==> src/rtl/iq_pkg.sv <==
package iq_pkg;
    typedef enum logic [1:0] {
        LS_INV = 2'd0,
        LS_SHR = 2'd1,
        LS_EXC = 2'd2,
        LS_MOD = 2'd3
    } line_st_e;
endpackage

==> src/rtl/iq_fifo.sv <==
module iq_fifo #(
    parameter int DEPTH = 4,
    parameter int LW    = 4,
    localparam int PW   = (DEPTH > 1) ? $clog2(DEPTH) : 1,
    localparam int CW   = $clog2(DEPTH + 1)
) (
    input  logic          clk_i,
    input  logic          rst_ni,
    input  logic          push_i,
    input  logic [LW-1:0] push_line_i,
    input  logic          pop_i,
    input  logic [LW-1:0] probe_line_i,
    output logic [LW-1:0] head_line_o,
    output logic [CW-1:0] count_o,
    output logic          full_o,
    output logic          empty_o,
    output logic          probe_hit_o
);
    typedef struct packed {
        logic [DEPTH-1:0][LW-1:0] line;
        logic [DEPTH-1:0]         vld;
        logic [PW-1:0]            wr;
        logic [PW-1:0]            rd;
        logic [CW-1:0]            cnt;
    } fifo_t;

    fifo_t q_q, q_d;
    logic [DEPTH-1:0] hit_vec;

    assign full_o      = (q_q.cnt == CW'(DEPTH));
    assign empty_o     = (q_q.cnt == '0);
    assign count_o     = q_q.cnt;
    assign head_line_o = q_q.line[q_q.rd];

    for (genvar g = 0; g < DEPTH; g++) begin : g_probe
        assign hit_vec[g] = q_q.vld[g] && (q_q.line[g] == probe_line_i);
    end
    assign probe_hit_o = |hit_vec;

    always_comb begin
        q_d = q_q;
        if (pop_i && !empty_o) begin
            q_d.vld[q_q.rd] = 1'b0;
            q_d.rd = (q_q.rd == PW'(DEPTH - 1)) ? '0 : q_q.rd + 1'b1;
        end
        if (push_i && !full_o) begin
            q_d.line[q_q.wr] = push_line_i;
            q_d.vld[q_q.wr]  = 1'b1;
            q_d.wr = (q_q.wr == PW'(DEPTH - 1)) ? '0 : q_q.wr + 1'b1;
        end
        q_d.cnt = q_q.cnt + CW'(push_i && !full_o) - CW'(pop_i && !empty_o);
    end

    always_ff @(posedge clk_i) begin
        if (!rst_ni) q_q <= '0;
        else         q_q <= q_d;
    end

    p_no_overflow_r2: assert property (@(posedge clk_i) disable iff (!rst_ni)
        full_o |-> !push_i);
    p_cnt_tracks_valid_r3: assert property (@(posedge clk_i) disable iff (!rst_ni)
        $countones(q_q.vld) == int'(q_q.cnt));
    p_no_underflow_r3: assert property (@(posedge clk_i) disable iff (!rst_ni)
        empty_o |-> !pop_i);
endmodule

==> src/rtl/iq_line_state.sv <==
module iq_line_state
    import iq_pkg::*;
#(
    parameter int NUM_LINES = 16,
    localparam int LW = $clog2(NUM_LINES)
) (
    input  logic          clk_i,
    input  logic          rst_ni,
    input  logic          inv_en_i,
    input  logic [LW-1:0] inv_line_i,
    input  logic          fill_en_i,
    input  logic [LW-1:0] fill_line_i,
    input  line_st_e      fill_state_i,
    input  logic [LW-1:0] rd_line_i,
    output line_st_e      rd_state_o
);
    line_st_e st_q [NUM_LINES];
    line_st_e st_d [NUM_LINES];

    always_comb begin
        for (int i = 0; i < NUM_LINES; i++) begin
            st_d[i] = st_q[i];
            if (inv_en_i && inv_line_i == LW'(i))   st_d[i] = LS_INV;
            if (fill_en_i && fill_line_i == LW'(i)) st_d[i] = fill_state_i;
        end
    end

    always_ff @(posedge clk_i) begin
        for (int i = 0; i < NUM_LINES; i++) begin
            if (!rst_ni) st_q[i] <= LS_INV;
            else         st_q[i] <= st_d[i];
        end
    end

    assign rd_state_o = st_q[rd_line_i];

    p_applied_line_invalid_r4: assert property (@(posedge clk_i) disable iff (!rst_ni)
        (inv_en_i && !(fill_en_i && fill_line_i == inv_line_i))
            |=> st_q[$past(inv_line_i)] == LS_INV);
    p_no_fill_collision_r7: assert property (@(posedge clk_i) disable iff (!rst_ni)
        (inv_en_i && fill_en_i) |-> (inv_line_i != fill_line_i));
endmodule

==> src/rtl/inval_queue_early_ack.sv <==
module inval_queue_early_ack
    import iq_pkg::*;
#(
    parameter int NUM_LINES = 16,
    parameter int DEPTH     = 4,
    localparam int LW = $clog2(NUM_LINES),
    localparam int CW = $clog2(DEPTH + 1)
) (
    input  logic          clk_i,
    input  logic          rst_ni,
    input  logic          inv_valid_i,
    input  logic [LW-1:0] inv_line_i,
    output logic          inv_ack_o,
    input  logic          upd_free_i,
    output logic          apply_valid_o,
    output logic [LW-1:0] apply_line_o,
    input  logic          fill_req_i,
    input  logic [LW-1:0] fill_line_i,
    input  logic [1:0]    fill_state_i,
    output logic          fill_ready_o,
    input  logic          ld_req_i,
    input  logic [LW-1:0] ld_line_i,
    output logic          ld_ready_o,
    output logic [1:0]    ld_state_o,
    input  logic          rbar_i,
    output logic          rbar_stall_o
);
    typedef struct packed {
        logic [CW-1:0] bar_left;
    } ctl_t;

    ctl_t ctl_q, ctl_d;

    logic [LW-1:0] head_line;
    logic [CW-1:0] q_count;
    logic          q_full, q_empty, fill_hit, do_pop, do_fill;
    logic [CW-1:0] bar_load;
    line_st_e      rd_state;

    assign rbar_stall_o = (ctl_q.bar_left != '0);
    assign inv_ack_o    = inv_valid_i && !q_full;
    assign do_pop       = !q_empty && (upd_free_i || rbar_stall_o || (fill_req_i && fill_hit));
    assign do_fill      = fill_req_i && !fill_hit;

    assign apply_valid_o = do_pop;
    assign apply_line_o  = head_line;
    assign fill_ready_o  = do_fill;
    assign ld_ready_o    = ld_req_i && !rbar_stall_o;
    assign ld_state_o    = rd_state;

    iq_fifo #(.DEPTH(DEPTH), .LW(LW)) u_fifo (
        .clk_i        (clk_i),
        .rst_ni       (rst_ni),
        .push_i       (inv_ack_o),
        .push_line_i  (inv_line_i),
        .pop_i        (do_pop),
        .probe_line_i (fill_line_i),
        .head_line_o  (head_line),
        .count_o      (q_count),
        .full_o       (q_full),
        .empty_o      (q_empty),
        .probe_hit_o  (fill_hit)
    );

    iq_line_state #(.NUM_LINES(NUM_LINES)) u_state (
        .clk_i        (clk_i),
        .rst_ni       (rst_ni),
        .inv_en_i     (do_pop),
        .inv_line_i   (head_line),
        .fill_en_i    (do_fill),
        .fill_line_i  (fill_line_i),
        .fill_state_i (line_st_e'(fill_state_i)),
        .rd_line_i    (ld_line_i),
        .rd_state_o   (rd_state)
    );

    always_comb begin
        ctl_d    = ctl_q;
        bar_load = rbar_i ? q_count : ctl_q.bar_left;
        ctl_d.bar_left = bar_load - CW'(do_pop && bar_load != '0);
    end

    always_ff @(posedge clk_i) begin
        if (!rst_ni) ctl_q <= '0;
        else         ctl_q <= ctl_d;
    end

    p_full_withholds_ack_r2: assert property (@(posedge clk_i) disable iff (!rst_ni)
        q_full |-> !inv_ack_o);
    p_stall_blocks_load_r9: assert property (@(posedge clk_i) disable iff (!rst_ni)
        rbar_stall_o |-> !ld_ready_o);
    p_stall_ends_on_apply_r8: assert property (@(posedge clk_i) disable iff (!rst_ni)
        $fell(rbar_stall_o) |-> $past(apply_valid_o));
    p_stall_drains_r5: assert property (@(posedge clk_i) disable iff (!rst_ni)
        (rbar_stall_o && !q_empty) |-> apply_valid_o);
    p_idle_holds_r5: assert property (@(posedge clk_i) disable iff (!rst_ni)
        (!upd_free_i && !rbar_stall_o && !fill_req_i) |-> !apply_valid_o);
endmodule

==> config.mk <==
export PLATFORM = sky130hd
export DESIGN_NAME = inval_queue_early_ack
export DESIGN_NICKNAME = d
export VERILOG_FILES = /design/src/rtl/iq_pkg.sv /design/src/rtl/iq_fifo.sv /design/src/rtl/iq_line_state.sv /design/src/rtl/inval_queue_early_ack.sv
export SDC_FILE = /design/constraint.sdc
export NUM_CORES = 1
export LEC_CHECK = 0
export BUFFER_PORTS_ARGS = -buffer_cell sky130_fd_sc_hd__buf_2
export CAP_MARGIN = 10
export CORE_MARGIN = 5
export CORE_UTILIZATION = 60
export DETAILED_ROUTE_END_ITERATION = 12
export GPL_ROUTABILITY_DRIVEN = 1
export GPL_TIMING_DRIVEN = 1
export PLACE_DENSITY = 0.77
export SYNTH_ARGS = -nofsm -noshare
export SYNTH_HDL_FRONTEND = slang
export SYNTH_SLANG_ARGS = --single-unit
export TNS_END_PERCENT = 50
==> constraint.sdc <==
create_clock -name clk_i -period 6.9 [get_ports clk_i]
set_input_delay 1.38 -clock clk_i [delete_from_list [all_inputs] [get_ports clk_i]]
set_output_delay 1.38 -clock clk_i [all_outputs]
set_load 0.01 [all_outputs]
Word level (Yosys, flattened, before mapping)
Memory sizes are Yosys's and may differ from the RTL's.
Index checks and enable logic that the tools add are counted.

operators by class
  add/sub/neg operators = 5
  order comparisons = 4
  eq/ne operators = 53
  mux-type cells = 64
  bitwise gates (word level) = 19
  reduce and logical (&&, ||, !) cells = 74

operators by type and width
  operator                                                            count
  two-way mux 2 bit                                                   50
  equality test 4 bit (second input constant)                         16
  logical AND 1 bit                                                   46
  equality test 4 x 3 -> 1 bit (second input constant)                8
  != test 2 bit (second input constant)                               16
  AND reduction 2 bit                                                 16
  bitwise mux 16 bit                                                  1
  equality test 4 x 2 -> 1 bit (second input constant)                4
  equality test 4 bit                                                 4
  OR 1 bit                                                            16
  two-way mux 4 bit                                                   3
  binary-select mux 4 bit (select 2 bit)                              1
  demux 4 bit (select 2 bit)                                          1
  equality test 4 x 1 -> 1 bit (second input constant)                2
  logical NOT 4 bit                                                   2
  < comparator 2 x 3 -> 1 bit (second input constant)                 2
  two-way mux 6 bit                                                   1
  nonzero test 3 bit                                                  2
  subtractor 3 x 1 -> 3 bit                                           2
  adder 2 x 1 -> 2 bit (second input constant)                        2
  bitwise AND 4 bit                                                   1
  demux 1 bit (select 2 bit)                                          2
  equality test 2 bit (second input constant)                         2
  greater-or-equal comparator 2 x 1 -> 1 bit (second input constant)  2
  other kinds (10)                                                    17

word-level totals
  flip-flop bits (word level) = 30
  memory bits (writable) = 32
  output and inout port bits = 11
  logic and storage cells = 229
  memories kept = 1

memories
  memory        depth  width  rd ports  clocked after memory_dff  wr ports  line                 text
  u_state.st_q  16     2      1         0                         16        iq_line_state.sv:17  line_st_e st_q [NUM_LINES];

Longest topological paths before layout
Gate-level depths: netlist (run 1).

  depth in word-level cells = 10
  gate-level depth with buffers = 17
  depth with buffers taken out = 14

Hierarchy
Synthesis (run 1) repeated with hierarchy kept, for this count alone.

second synthesis, totals
  cell total of the unflattened synthesis = 344
  area total of the unflattened synthesis = 3524.6 um^2

by module, submodules not included
  module                 times used  cells each  area each (um^2)
  iq_line_state          1           155         1754.2
  iq_fifo                1           166         1556.5
  inval_queue_early_ack  1           23          214.0

Worst setup path after synthesis (run 1)
No wires, ideal clock.

  path kind = input-to-output
  start point = input port ld_line_i[0]
  end point = output port ld_state_o[0]
  arrival = 2.853 ns
  data required time = 5.520 ns
  setup slack = 2.667 ns
  cell stages on the path = 3
  buffers on the path = 1
  path through = clkbuf_1 -> mux4_2 -> mux4_2

on the way
  longest elaborated chain between the ends = 1

ends and longest elaborated chain
  what                 line                         text
  start, declared      inval_queue_early_ack.sv:22  input logic [LW-1:0] ld_line_i,
  memory (16 x 2 bit)  -
  end, declared        inval_queue_early_ack.sv:24  output logic [1:0] ld_state_o,

No other way between the ends.

Final worst setup path (run 1)
  start point = input port fill_line_i[2]
  end point = output port apply_valid_o

on the way
  longest elaborated chain between the ends = 6
  elaborated cells between the ends (all ways) = 12

ends and longest elaborated chain
  what                  line                         text
  start, declared       inval_queue_early_ack.sv:18  input logic [LW-1:0] fill_line_i,
  equality test 4 bit   iq_fifo.sv:36                assign hit_vec[g] = q_q.vld[g] && (q_q.line[g] == probe_line_i);
  logical AND 1 bit     iq_fifo.sv:36
  OR reduction 4 bit *  iq_fifo.sv:38                assign probe_hit_o = |hit_vec;
  logical AND 1 bit *   inval_queue_early_ack.sv:42  assign do_pop = !q_empty && (upd_free_i || rbar_stall_o || (fill_req_i && fill_hit));
  logical OR 1 bit *    inval_queue_early_ack.sv:42
  logical AND 1 bit *   inval_queue_early_ack.sv:42
  end, declared         inval_queue_early_ack.sv:15  output logic apply_valid_o,

Mark *: on every way between the ends. The rest lies on a longest branch, timed or not.

==> reports/results.tsv, run 1 <==
stage	metric	value	unit
status	status	finished, final reports clean	
min_path	Worst Hold Class	reg2reg	
worst_setup_path	CP max-delay cell	a21o_1	
floorplanning	I/O pins	32	
logic_synthesis	EDFF count, synth	32	
clock_tree	CTS Sinks	62	
logic_synthesis	Synth Instances	339	
global_routing	initial antenna violation count	0	
logic_synthesis	syn_nets	373	
route	Initial DRC Count	286	
clock_tree	CTS tree	yes	
place	Port-buffer cells	31	
final_layout	commonest non-fill, non-tap cell in the layout	nand2_1	
logic_synthesis	post-synthesis register bit count	62	
clock_tree	Post-CTS Setup Bufs	0	
worst_setup_path	CP required	5.52	ns
global_routing	Tot GR Track Use	21.9	%
timing	setup_tns	0	ns
place	HPWL after detailed placement	5.45	mm
final_layout	Nets	396	
timing	Final min period	4.67	ns
clock_tree	largest buffer count on any clock path	2	
floorplanning	Core Region	0.00554	mm²
place	routability cong.	0.867	
timing	final hold vios	0	
worst_setup_path	Largest stage delay, worst path	0.58	ns
logic_synthesis	synthesized area	0.00343	mm²
logic_synthesis	Most used DFF post-synth	edfxtp_1	
floorplanning	Die Width	85.6	µm
timing	RSZ-0062 raised after global routing	false	
power	PD cells	306	mW/mm²
clock_tree	clk slew on worst S/H paths	0.07	ns
global_routing	Congestion Overflow GR	0	
power	leakage power	1.46	nW
final_layout	Filler Cell Count	417	
clock_tree	Root Buffer	clkbuf_8	
logic_synthesis	post-synth cell types	36	
floorplanning	Core Rows	27	
timing	Max Clk Rate	0.214	GHz
clock_tree	Clock H-tree levels	3	
route	Initial DRT Pass Iterations	4	
floorplanning	die height	85.6	µm
timing	clk_skew	0.00674	ns
place	dpl cells	423	
timing	crit share post-route	67.7	%
floorplanning	die area	0.00733	mm²
worst_setup_path	CP max FO	19	
clock_tree	cts-stage hold buffer count	0	
worst_setup_path	crit end category	primary output	
final_layout	most frequent cells in the layout	nand2_1, nor2_1, edfxtp_1, buf_2, dfxtp_1	
worst_setup_path	CP most frequent cell	buf_2	
power	Max IR drop VDD	207	µV
logic_synthesis	Mapped Avg Cell Area	10.1	µm²
route	Detail Route Antenna Nets	0	
final_layout	fin cells	439	
worst_setup_path	CP arrival	3.29	ns
global_routing	global-route wire length before repair	12.3	mm
worst_setup_path	critical-path cell list	buf_2, xnor2_1, nand2_1, o22ai_1, a311oi_2, a21o_1, inv_2, buf_2	
worst_setup_path	CP Class	in2out	
route	Post-Route WL	7.23	mm
worst_setup_path	crit start category	primary input	
final_layout	P&R area growth vs syn	10.3	%
global_routing	largest net degree at the start of global routing	57	
route	DRC errors left	0	
route	Via density	5.74	
clock_tree	Clock Latency Late Sink	0.34	ns
final_layout	layout cells sized above 1	16.9	%
final_layout	ANT cells	0	
logic_synthesis	yosys warns	0	
route	Avg WL per Cell	16.5	µm
timing	Rel. slew slack	45.3	%
clock_tree	Num CTS Buffers	9	
logic_synthesis	sequential fraction of the synthesis area	45.5	%
floorplanning	Starting Density	61.9	%
logic_synthesis	ys async rst share	0	%
global_routing	vias in the first global route	2614	
timing	Least-Margin Pin Slew	0.821	ns
timing	final setup fails	0	
clock_tree	cts repair resizes	0	
timing	max-slew violation count	0	
route	vias post-DR	2519	
run	Max Cap Viol	0	
[kinds of logic (layout without fill, tap and decap cells)]
family | after synthesis | after routing | synth area share, %
simple gates | 139 | 139 | 17.7
mux | 21 | 21 | 11.2
fa+ha+maj | 13 | 13 | 4.96
xor+xnor | 19 | 19 | 4.85
compound gates | 46 | 46 | 10.4
buf+inv | 39 | 67 | 5.36
flops | 62 | 62 | 45.5
[final cells by class]
class | instances | area [µm²] | share of cell area (%)
Sequential cell | 62 | 1560 | 41.3
Clock inverter | 4 | 70.1 | 1.85
Timing Repair Buffer | 31 | 155 | 4.10
Tap cell | 72 | 90.1 | 2.38
Clock buffer | 12 | 145 | 3.84
Multi-Input combinational cell | 238 | 1680 | 44.5
Inverter | 20 | 75.1 | 1.99
[worst paths after layout]
path | startpoint | to | slack, ns | cells past startpoint
max | fill_line_i[2] | apply_valid_o | 2.23 | 8
min | u_fifo.q_q[16] | u_fifo.q_q[16] | 0.50 | 2
max reg2reg | u_fifo.q_q[22] | u_fifo.count_o[2] | 3.71 | 14
min reg2reg | u_fifo.q_q[16] | u_fifo.q_q[16] | 0.50 | 2
[routing by layer]
metal,vias up,track usage (%),part of all wire [%]
li1,1233,-,-
met1,1182,24.7,38
met2,89,38.3,53
met3,15,5.67,6.0
met4,0,10.6,2.3
met5,-,0,0
[critical path: cells and delay by family]
family,cells,cell delay (ns)
XOR/XNOR,1,0.12
buffers and inverters,3,0.62
AND/OR/NAND/NOR,1,0.08
AO/OA/AOI/OAI,3,1.08
[through the flow]
stage | total power, mW | area, µm² | hold WS [ns] | setup slack (ns) | util, %
3_5_place_dp | 0.819 | 3570 | 0.497 | 2.28 | 64.4
4_1_cts | 1.16 | 3780 | 0.506 | 2.27 | 68.2
5_1_grt | 1.24 | 3780 | 0.532 | 2.06 | 68.2
3_3_place_gp | 0.803 | 3570 | 0.486 | 2.34 | 64.4
6_report | 1.16 | 3780 | 0.499 | 2.23 | 68.2
2_1_floorplan | 0.742 | 3430 | 0.465 | 2.67 | -
[power breakdown]
part	internal (mW)	total (mW)	switching, mW
combinational	0.143	0.335	0.192
clock	0.212	0.347	0.134
sequential	0.434	0.477	0.0428
total	0.789	1.16	0.369
[Yosys cell counts (4+ instances only)]
library cell  count  area share, %
nand2_1          62            6.8
nor2_1           41            4.5
edfxtp_1         32             28
dfxtp_1          30             18
inv_1            19            2.1
a21boi_0         16            3.5
o221ai_1         16            4.1
mux4_2           14            9.2
xnor2_1          13            3.3
ha_1             12            4.4
clkbuf_1          9           0.98
nand3_1           9            1.3
mux2i_1           7            2.0
buf_2             6           0.88
nor2b_1           6            1.1
xor2_1            6            1.5
a31oi_1           5           0.91
nand2b_1          5           0.91
and2_1            4           0.73
buf_6             4            1.3
o21ai_0           4           0.58
[registers in the layout, indices dropped and copies added (netlist names)]
register	count
u_fifo.q_q	24
u_fifo.count_o	3
u_state.st_q	32
ctl_q	3
Power figures use the tool's default switching activity.
==> run 2: changes to the inputs <==
--- a/config.mk
+++ b/config.mk
@@ -5,6 +5,7 @@
 export SDC_FILE = /design/constraint.sdc
 export NUM_CORES = 1
 export LEC_CHECK = 0
+export ABC_AREA = 1
 export BUFFER_PORTS_ARGS = -buffer_cell sky130_fd_sc_hd__buf_2
 export CAP_MARGIN = 10
 export CORE_MARGIN = 5
==> constraint.sdc (replaced) <==
create_clock -name clk_i -period 4.7 [get_ports clk_i]
set_input_delay 0.94 -clock clk_i [delete_from_list [all_inputs] [get_ports clk_i]]
set_output_delay 0.94 -clock clk_i [all_outputs]
set_load 0.01 [all_outputs]
==> run 2 against run 1 <==
  * Synthesized cell count rose by 38%
  * Core utilization fell by 0.67 points
  * Via count rose by 26%
  * Combinational power rose by 73%
  * Sequential share of layout area fell by 2.0 points
  * Global-route usage rose by 1.1 points
  * Clock power rose by 32%
  * Register-to-register slack got worse by 1.6 ns
  * Critical path type unchanged
  * Largest cell class unchanged
  * Highest routed layer unchanged
==> reports/results.tsv, run 2 <==
stage	metric	value	unit
route	vias post-DR	3171	
timing	Final min period	3.26	ns
clock_tree	largest buffer count on any clock path	2	
worst_setup_path	CP max-delay cell	nand2_2	
clock_tree	cts-stage hold buffer count	0	
route	DRC errors left	0	
worst_setup_path	CP required	3.76	ns
timing	RSZ-0062 raised after global routing	false	
floorplanning	I/O pins	32	
power	Logic pwr share	33.0	%
floorplanning	Die Width	87.4	µm
worst_setup_path	critical-path cell list	buf_2, inv_2, nand2_1, nand2_1, clkinv_1, nand3_1, nor2_1, nor2_1, nand2_1, nand2_1, nand2_2, nand2_2, inv_1, buf_2	
route	Post-Route WL	8.29	mm
power	clock power share	26.2	%
global_routing	largest net degree at the start of global routing	35	
final_layout	biggest regs	u_state.st_q: 32 flops, u_fifo.q_q: 24 flops	
run	Max Cap Viol	0	
place	Port-buffer cells	31	
floorplanning	Core Rows	28	
logic_synthesis	top area cells in the synthesized netlist	edfxtp_1, dfxtp_1, nand2_1, nor2_1, inv_1	
final_layout	fin cells	575	
floorplanning	Starting Density	61.1	%
final_layout	largest reg by FF count	u_state.st_q	
logic_synthesis	Commonest cells post-synth	nand2_1, nor2_1, inv_1, a21oi_1, nand3_1	
logic_synthesis	Most used DFF post-synth	edfxtp_1	
power	cell internal pwr	1.11	mW
final_layout	layout cells sized above 1	13.6	%
logic_synthesis	Yosys top cell by area	edfxtp_1	
clock_tree	Post-CTS Setup Bufs	0	
logic_synthesis	Synth Instances	469	
logic_synthesis	synthesized area	0.00360	mm²
worst_setup_path	Top Family by Delay on Critical Path	simple AND/OR/NAND/NOR gates	
power	Psw	0.647	mW
clock_tree	cts repair resizes	0	
logic_synthesis	Mapped Avg Cell Area	7.67	µm²
timing	Least-Margin Pin Slew	0.609	ns
worst_setup_path	CP max FO	9	
global_routing	vias in the first global route	2941	
final_layout	ANT cells	0	
clock_tree	Root Buffer	clkbuf_8	
power	switch share	36.9	%
final_layout	most frequent cells in the layout	nand2_1, nor2_1, inv_1, a21oi_1, nand3_1	
final_layout	commonest non-fill, non-tap cell in the layout	nand2_1	
final_layout	P&R area growth vs syn	10.6	%
worst_setup_path	CP most frequent cell	nand2_1	
logic_synthesis	post-synth cell types	29	
clock_tree	clk slew on worst S/H paths	0.06	ns
clock_tree	Clock H-tree levels	3	
logic_synthesis	sequential fraction of the synthesis area	43.4	%
timing	final setup fails	0	
logic_synthesis	Synth top area share	26.7	%
worst_setup_path	crit start category	primary input	
timing	Max Clk Rate	0.307	GHz
global_routing	Congestion Overflow GR	0	
place	dpl cells	559	
worst_setup_path	worst path bufs/invs	5	
logic_synthesis	yosys warns	0	
timing	crit share post-route	69.4	%
logic_synthesis	ys async rst share	0	%
final_layout	Filler Cell Count	510	
timing	final hold vios	0	
final_layout	Nets	529	
worst_setup_path	CP Class	in2out	
power	sequential power share	40.8	%
floorplanning	die height	87.4	µm
global_routing	Tot GR Track Use	23.0	%
floorplanning	Core Region	0.00589	mm²
timing	setup_tns	0	ns
logic_synthesis	syn_nets	503	
clock_tree	Num CTS Buffers	9	
logic_synthesis	post-synthesis register bit count	62	
timing	Rel. slew slack	59.2	%
final_layout	max reg flops	32	
route	Initial DRC Count	269	
clock_tree	CTS tree	yes	
floorplanning	die area	0.00764	mm²
global_routing	initial antenna violation count	0	
clock_tree	Clock Latency Late Sink	0.34	ns
logic_synthesis	count leader, synth	nand2_1	
logic_synthesis	EDFF count, synth	32	
timing	clk_skew	0.00775	ns
place	HPWL after detailed placement	6.20	mm
global_routing	global-route wire length before repair	13.6	mm
status	status	finished, final reports clean	
route	Via density	5.51	
route	Detail Route Antenna Nets	0	
power	PD cells	441	mW/mm²
route	Initial DRT Pass Iterations	5	
route	Avg WL per Cell	14.4	µm
timing	WHS	0.470	ns
clock_tree	CTS Sinks	62	
timing	max-slew violation count	0	
worst_setup_path	crit end category	primary output	
power	leakage power	1.67	nW
worst_setup_path	Largest stage delay, worst path	0.18	ns
power	Max IR drop VDD	271	µV
power	Overall Power	1.75	mW
place	routability cong.	0.852	
worst_setup_path	CP arrival	2.32	ns
min_path	Worst Hold Class	reg2reg	
==> run 2: logic make-up (layout without fill, tap and decap cells) <==
group	after synthesis	count (layout)	share of synthesized area, %
xor gates and xnor gates	3	3	0.731
adders and majority gates	13	13	4.73
DFF	62	62	43.4
muxes	8	8	2.23
buffers and inverters	80	111	8.46
AOI/OAI and AO/OA	87	87	13.4
and+or+nand+nor	216	216	27.0
==> run 2: path summary, 6_finish.rpt <==
check                           depth (start not counted)      startpoint                 to  slack, ns
worst max register to register                         20  u_fifo.q_q[11]  u_fifo.count_o[2]       2.08
worst max-delay path                                   14  fill_line_i[0]      apply_valid_o       1.44
worst min-delay path                                    2   u_fifo.q_q[8]      u_fifo.q_q[8]       0.47
worst min register to register                          2   u_fifo.q_q[8]      u_fifo.q_q[8]       0.47
==> run 2: layer usage <==
metal  global-route usage, %  vias up  part of all wire (%)
li1                        -     1594                     -
met1                    27.5     1462                    42
met2                    40.0       99                    52
met3                    5.20       16                   5.0
met4                    8.93        0                   1.6
met5                       0        -                     0
==> run 2: power by group through the flow <==
stage / registers [mW] / clock network, mW / logic (mW)
6_report: 0.716 / 0.459 / 0.579
2_1_floorplan: 0.703 / 0 / 0.432
4_1_cts: 0.715 / 0.460 / 0.579
5_1_grt: 0.727 / 0.489 / 0.661
3_3_place_gp: 0.724 / 0 / 0.562
3_5_place_dp: 0.726 / 0 / 0.578
==> run 2: layout make-up <==
| type | count | area [µm²] | area share [%] |
|---|---|---|---|
| well taps | 75 | 93.8 | 2.36 |
| inverters | 63 | 236 | 5.95 |
| multi-input cells | 327 | 1730 | 43.5 |
| clock buffers | 12 | 145 | 3.65 |
| repair buffers | 32 | 163 | 4.09 |
| flip-flops and latches | 62 | 1560 | 39.3 |
| clock inverters | 4 | 47.5 | 1.20 |
==> run 2: worst reg2reg max path, cell delays in order, from the launching register on <==
cell and delay [ns]:
dfxtp_1 0.34, inv_1 0.08, nand2_1 0.08, nand2_1 0.06
nor2_1 0.09, nand3_1 0.08, nand2_1 0.07, inv_1 0.04
nand2_1 0.08, nand2_1 0.07, nand2_2 0.10, nand2_2 0.14
inv_1 0.09, ha_1 0.22, inv_1 0.05, ha_1 0.13
inv_1 0.05, fa_1 0.37, xor2_1 0.18, o21ai_0 0.10
a21oi_1 0.14
==> run 2: stage by stage <==
stage / setup slack [ns] / utilization (%) / area [µm²]
after floorplan: 1.44 / - / 3600
after global placement: 1.31 / 64.3 / 3780
after detailed placement: 1.21 / 64.3 / 3780
after CTS: 1.44 / 67.6 / 3980
after global routing: 1.27 / 67.6 / 3980
final: 1.44 / 67.6 / 3980
==> run 3: changes to the inputs <==
==> constraint.sdc (replaced) <==
create_clock -name clk_i -period 3.1 [get_ports clk_i]
set_input_delay 0.62 -clock clk_i [delete_from_list [all_inputs] [get_ports clk_i]]
set_output_delay 0.62 -clock clk_i [all_outputs]
set_load 0.01 [all_outputs]
==> run 3 against run 2 <==
  * Design area increased by 0.47%
  * Setup slack got worse by 1.0 ns
  * Global-route usage increased by 0.53 points
  * Total power increased by 52%
  * First-iteration DRC count decreased by 25%
  * Clock-buffer cell count increased by 3
  * Core utilization increased by 0.32 points
  * Non-clock buffer count increased by 4
  * Highest routed layer unchanged
==> reports/results.tsv, run 3 (synthesis gave the netlist of run 2 again) <==
stage	metric	value	unit
status	status	finished, final reports clean	
worst_setup_path	CP required	2.48	ns
timing	Least-Margin Pin Slew	0.618	ns
floorplanning	Core Rows	28	
min_path	worst hold start	u_fifo.q_q[10]	
timing	crit share post-route	85.9	%
final_layout	ANT cells	0	
timing	Rel. slew slack	58.7	%
final_layout	largest reg by FF count	u_state.st_q	
worst_setup_path	CP most frequent cell	nand2_1	
final_layout	Nets	533	
clock_tree	CTS tree	yes	
final_layout	commonest non-fill, non-tap cell in the layout	nand2_1	
worst_setup_path	worst path bufs/invs	6	
global_routing	met1 Use GR	27.9	%
floorplanning	die height	87.4	µm
final_layout	Filler Cell Count	543	
worst_setup_path	crit end category	primary output	
timing	clk_skew	0.00654	ns
power	leakage power	1.68	nW
route	Avg WL per Cell	14.4	µm
min_path	Worst Hold Class	reg2reg	
timing	setup_tns	0	ns
clock_tree	cts repair resizes	0	
timing	Max Clk Rate	0.375	GHz
floorplanning	Starting Density	61.1	%
final_layout	most frequent cells in the layout	nand2_1, nor2_1, inv_1, a21oi_1, nand3_1	
timing	max-slew violation count	0	
floorplanning	I/O pins	32	
floorplanning	Core Region	0.00589	mm²
clock_tree	CTS Sinks	62	
clock_tree	Clock Latency Late Sink	0.34	ns
route	Post-Route WL	8.33	mm
floorplanning	die area	0.00764	mm²
final_layout	layout cells sized above 1	14.1	%
final_layout	P&R area growth vs syn	11.1	%
global_routing	grt peak-use layer	met2	
global_routing	met2 Use GR	41.4	%
route	Via density	5.42	
clock_tree	Root Buffer	clkbuf_8	
worst_setup_path	CP max FO	8	
worst_setup_path	crit start category	primary input	
route	DRC errors left	0	
worst_setup_path	CP startpoint	fill_line_i[3]	
timing	Final min period	2.66	ns
power	PD cells	665	mW/mm²
final_layout	biggest regs	u_state.st_q: 32 flops, u_fifo.q_q: 24 flops	
timing	RSZ-0062 raised after global routing	false	
worst_setup_path	Top Family by Delay on Critical Path	buffers and inverters	
global_routing	initial antenna violation count	0	
timing	final hold vios	0	
worst_setup_path	CP arrival	2.04	ns
run	Max Cap Viol	0	
place	HPWL after detailed placement	6.34	mm
worst_setup_path	Largest stage delay, worst path	0.17	ns
global_routing	global-route wire length before repair	13.9	mm
route	vias post-DR	3138	
clock_tree	Post-CTS Setup Bufs	0	
clock_tree	largest buffer count on any clock path	2	
power	Max IR drop VDD	552	µV
timing	WHS	0.469	ns
worst_setup_path	critical-path cell list	buf_2, inv_1, nand2_1, nand2_1, nor2_1, nand3_1, nand2_1, inv_1, nand2_1, nand2_1, nand2_2, nand2_2, buf_4, inv_1, buf_2	
global_routing	met3 Use GR	3.97	%
place	routability cong.	0.864	
route	Initial DRC Count	202	
route	Initial DRT Pass Iterations	6	
clock_tree	Num CTS Buffers	9	
global_routing	largest net degree at the start of global routing	25	
route	Detail Route Antenna Nets	0	
place	Port-buffer cells	31	
final_layout	max reg flops	32	
worst_setup_path	worst reg2reg path startpoint	u_fifo.q_q[15]	
global_routing	vias in the first global route	3051	
clock_tree	clk slew on worst S/H paths	0.06	ns
global_routing	Congestion Overflow GR	0	
worst_setup_path	CP max-delay cell	buf_4	
global_routing	Tot GR Track Use	23.6	%
clock_tree	Clock H-tree levels	3	
worst_setup_path	CP Class	in2out	
timing	final setup fails	0	
floorplanning	Die Width	87.4	µm
clock_tree	cts-stage hold buffer count	0	
## run 3: per-layer routing
layer | vias to the layer above | wire [µm]
met3 | 14 | 352
met1 | 1443 | 3630
li1 | 1604 | -
met4 | 0 | 166
met5 | - | 0
met2 | 77 | 4180
## run 3: layout make-up
| class | count | area, µm² | area share (%) |
|---|---|---|---|
| multi-input combinational | 327 | 1730 | 43.3 |
| sequential | 62 | 1560 | 39.1 |
| inverter | 63 | 236 | 5.92 |
| timing repair buffer | 36 | 193 | 4.82 |
| clock buffer | 15 | 176 | 4.41 |
| tap | 75 | 93.8 | 2.35 |
| clock inverter | 1 | 5.00 | 0.125 |
## run 3: worst reg2reg max path, stage by stage (launching register included)
cell and delay (ns):
dfxtp_1 0.41, nand2_1 0.08, nand2_1 0.07, clkinv_1 0.05, nand3_1 0.06, nor2_1 0.04, nor2_1 0.08, nand2_1 0.09
nand2_1 0.09, nand2_2 0.09, nand2_2 0.08, inv_1 0.05, ha_1 0.26, inv_1 0.06, ha_1 0.13, inv_1 0.05
fa_1 0.37, xor2_1 0.16, o21ai_0 0.14, a21oi_1 0.05
## run 3: through the flow
| step | util, % | instances | cell area (µm²) | worst slack (ns) | total power, mW |
|---|---|---|---|---|---|
| after floorplan | - | 469 | 3600 | 0.162 | 1.72 |
| after global placement | 64.8 | 563 | 3810 | 0.208 | 1.97 |
| after detailed placement | 64.8 | 563 | 3810 | 0.117 | 2.00 |
| after CTS | 67.9 | 579 | 4000 | 0.440 | 2.66 |
| after global routing | 67.9 | 579 | 4000 | 0.288 | 2.85 |
| final | 67.9 | 579 | 4000 | 0.436 | 2.66 |
## run 3: path summary, 6_finish.rpt
check / slack, ns / endpoint / depth (start not counted)
worst min register to register: 0.47 / u_fifo.q_q[10] / 2
worst max register to register: 0.58 / u_fifo.count_o[2] / 19
worst min-delay path: 0.47 / u_fifo.q_q[10] / 2
worst max-delay path: 0.44 / apply_valid_o / 15
## run 3: report_power, final
group          internal (mW)  switching [mW]
Combinational          0.305           0.599
Clock                  0.356           0.310
Sequential             0.996          0.0920
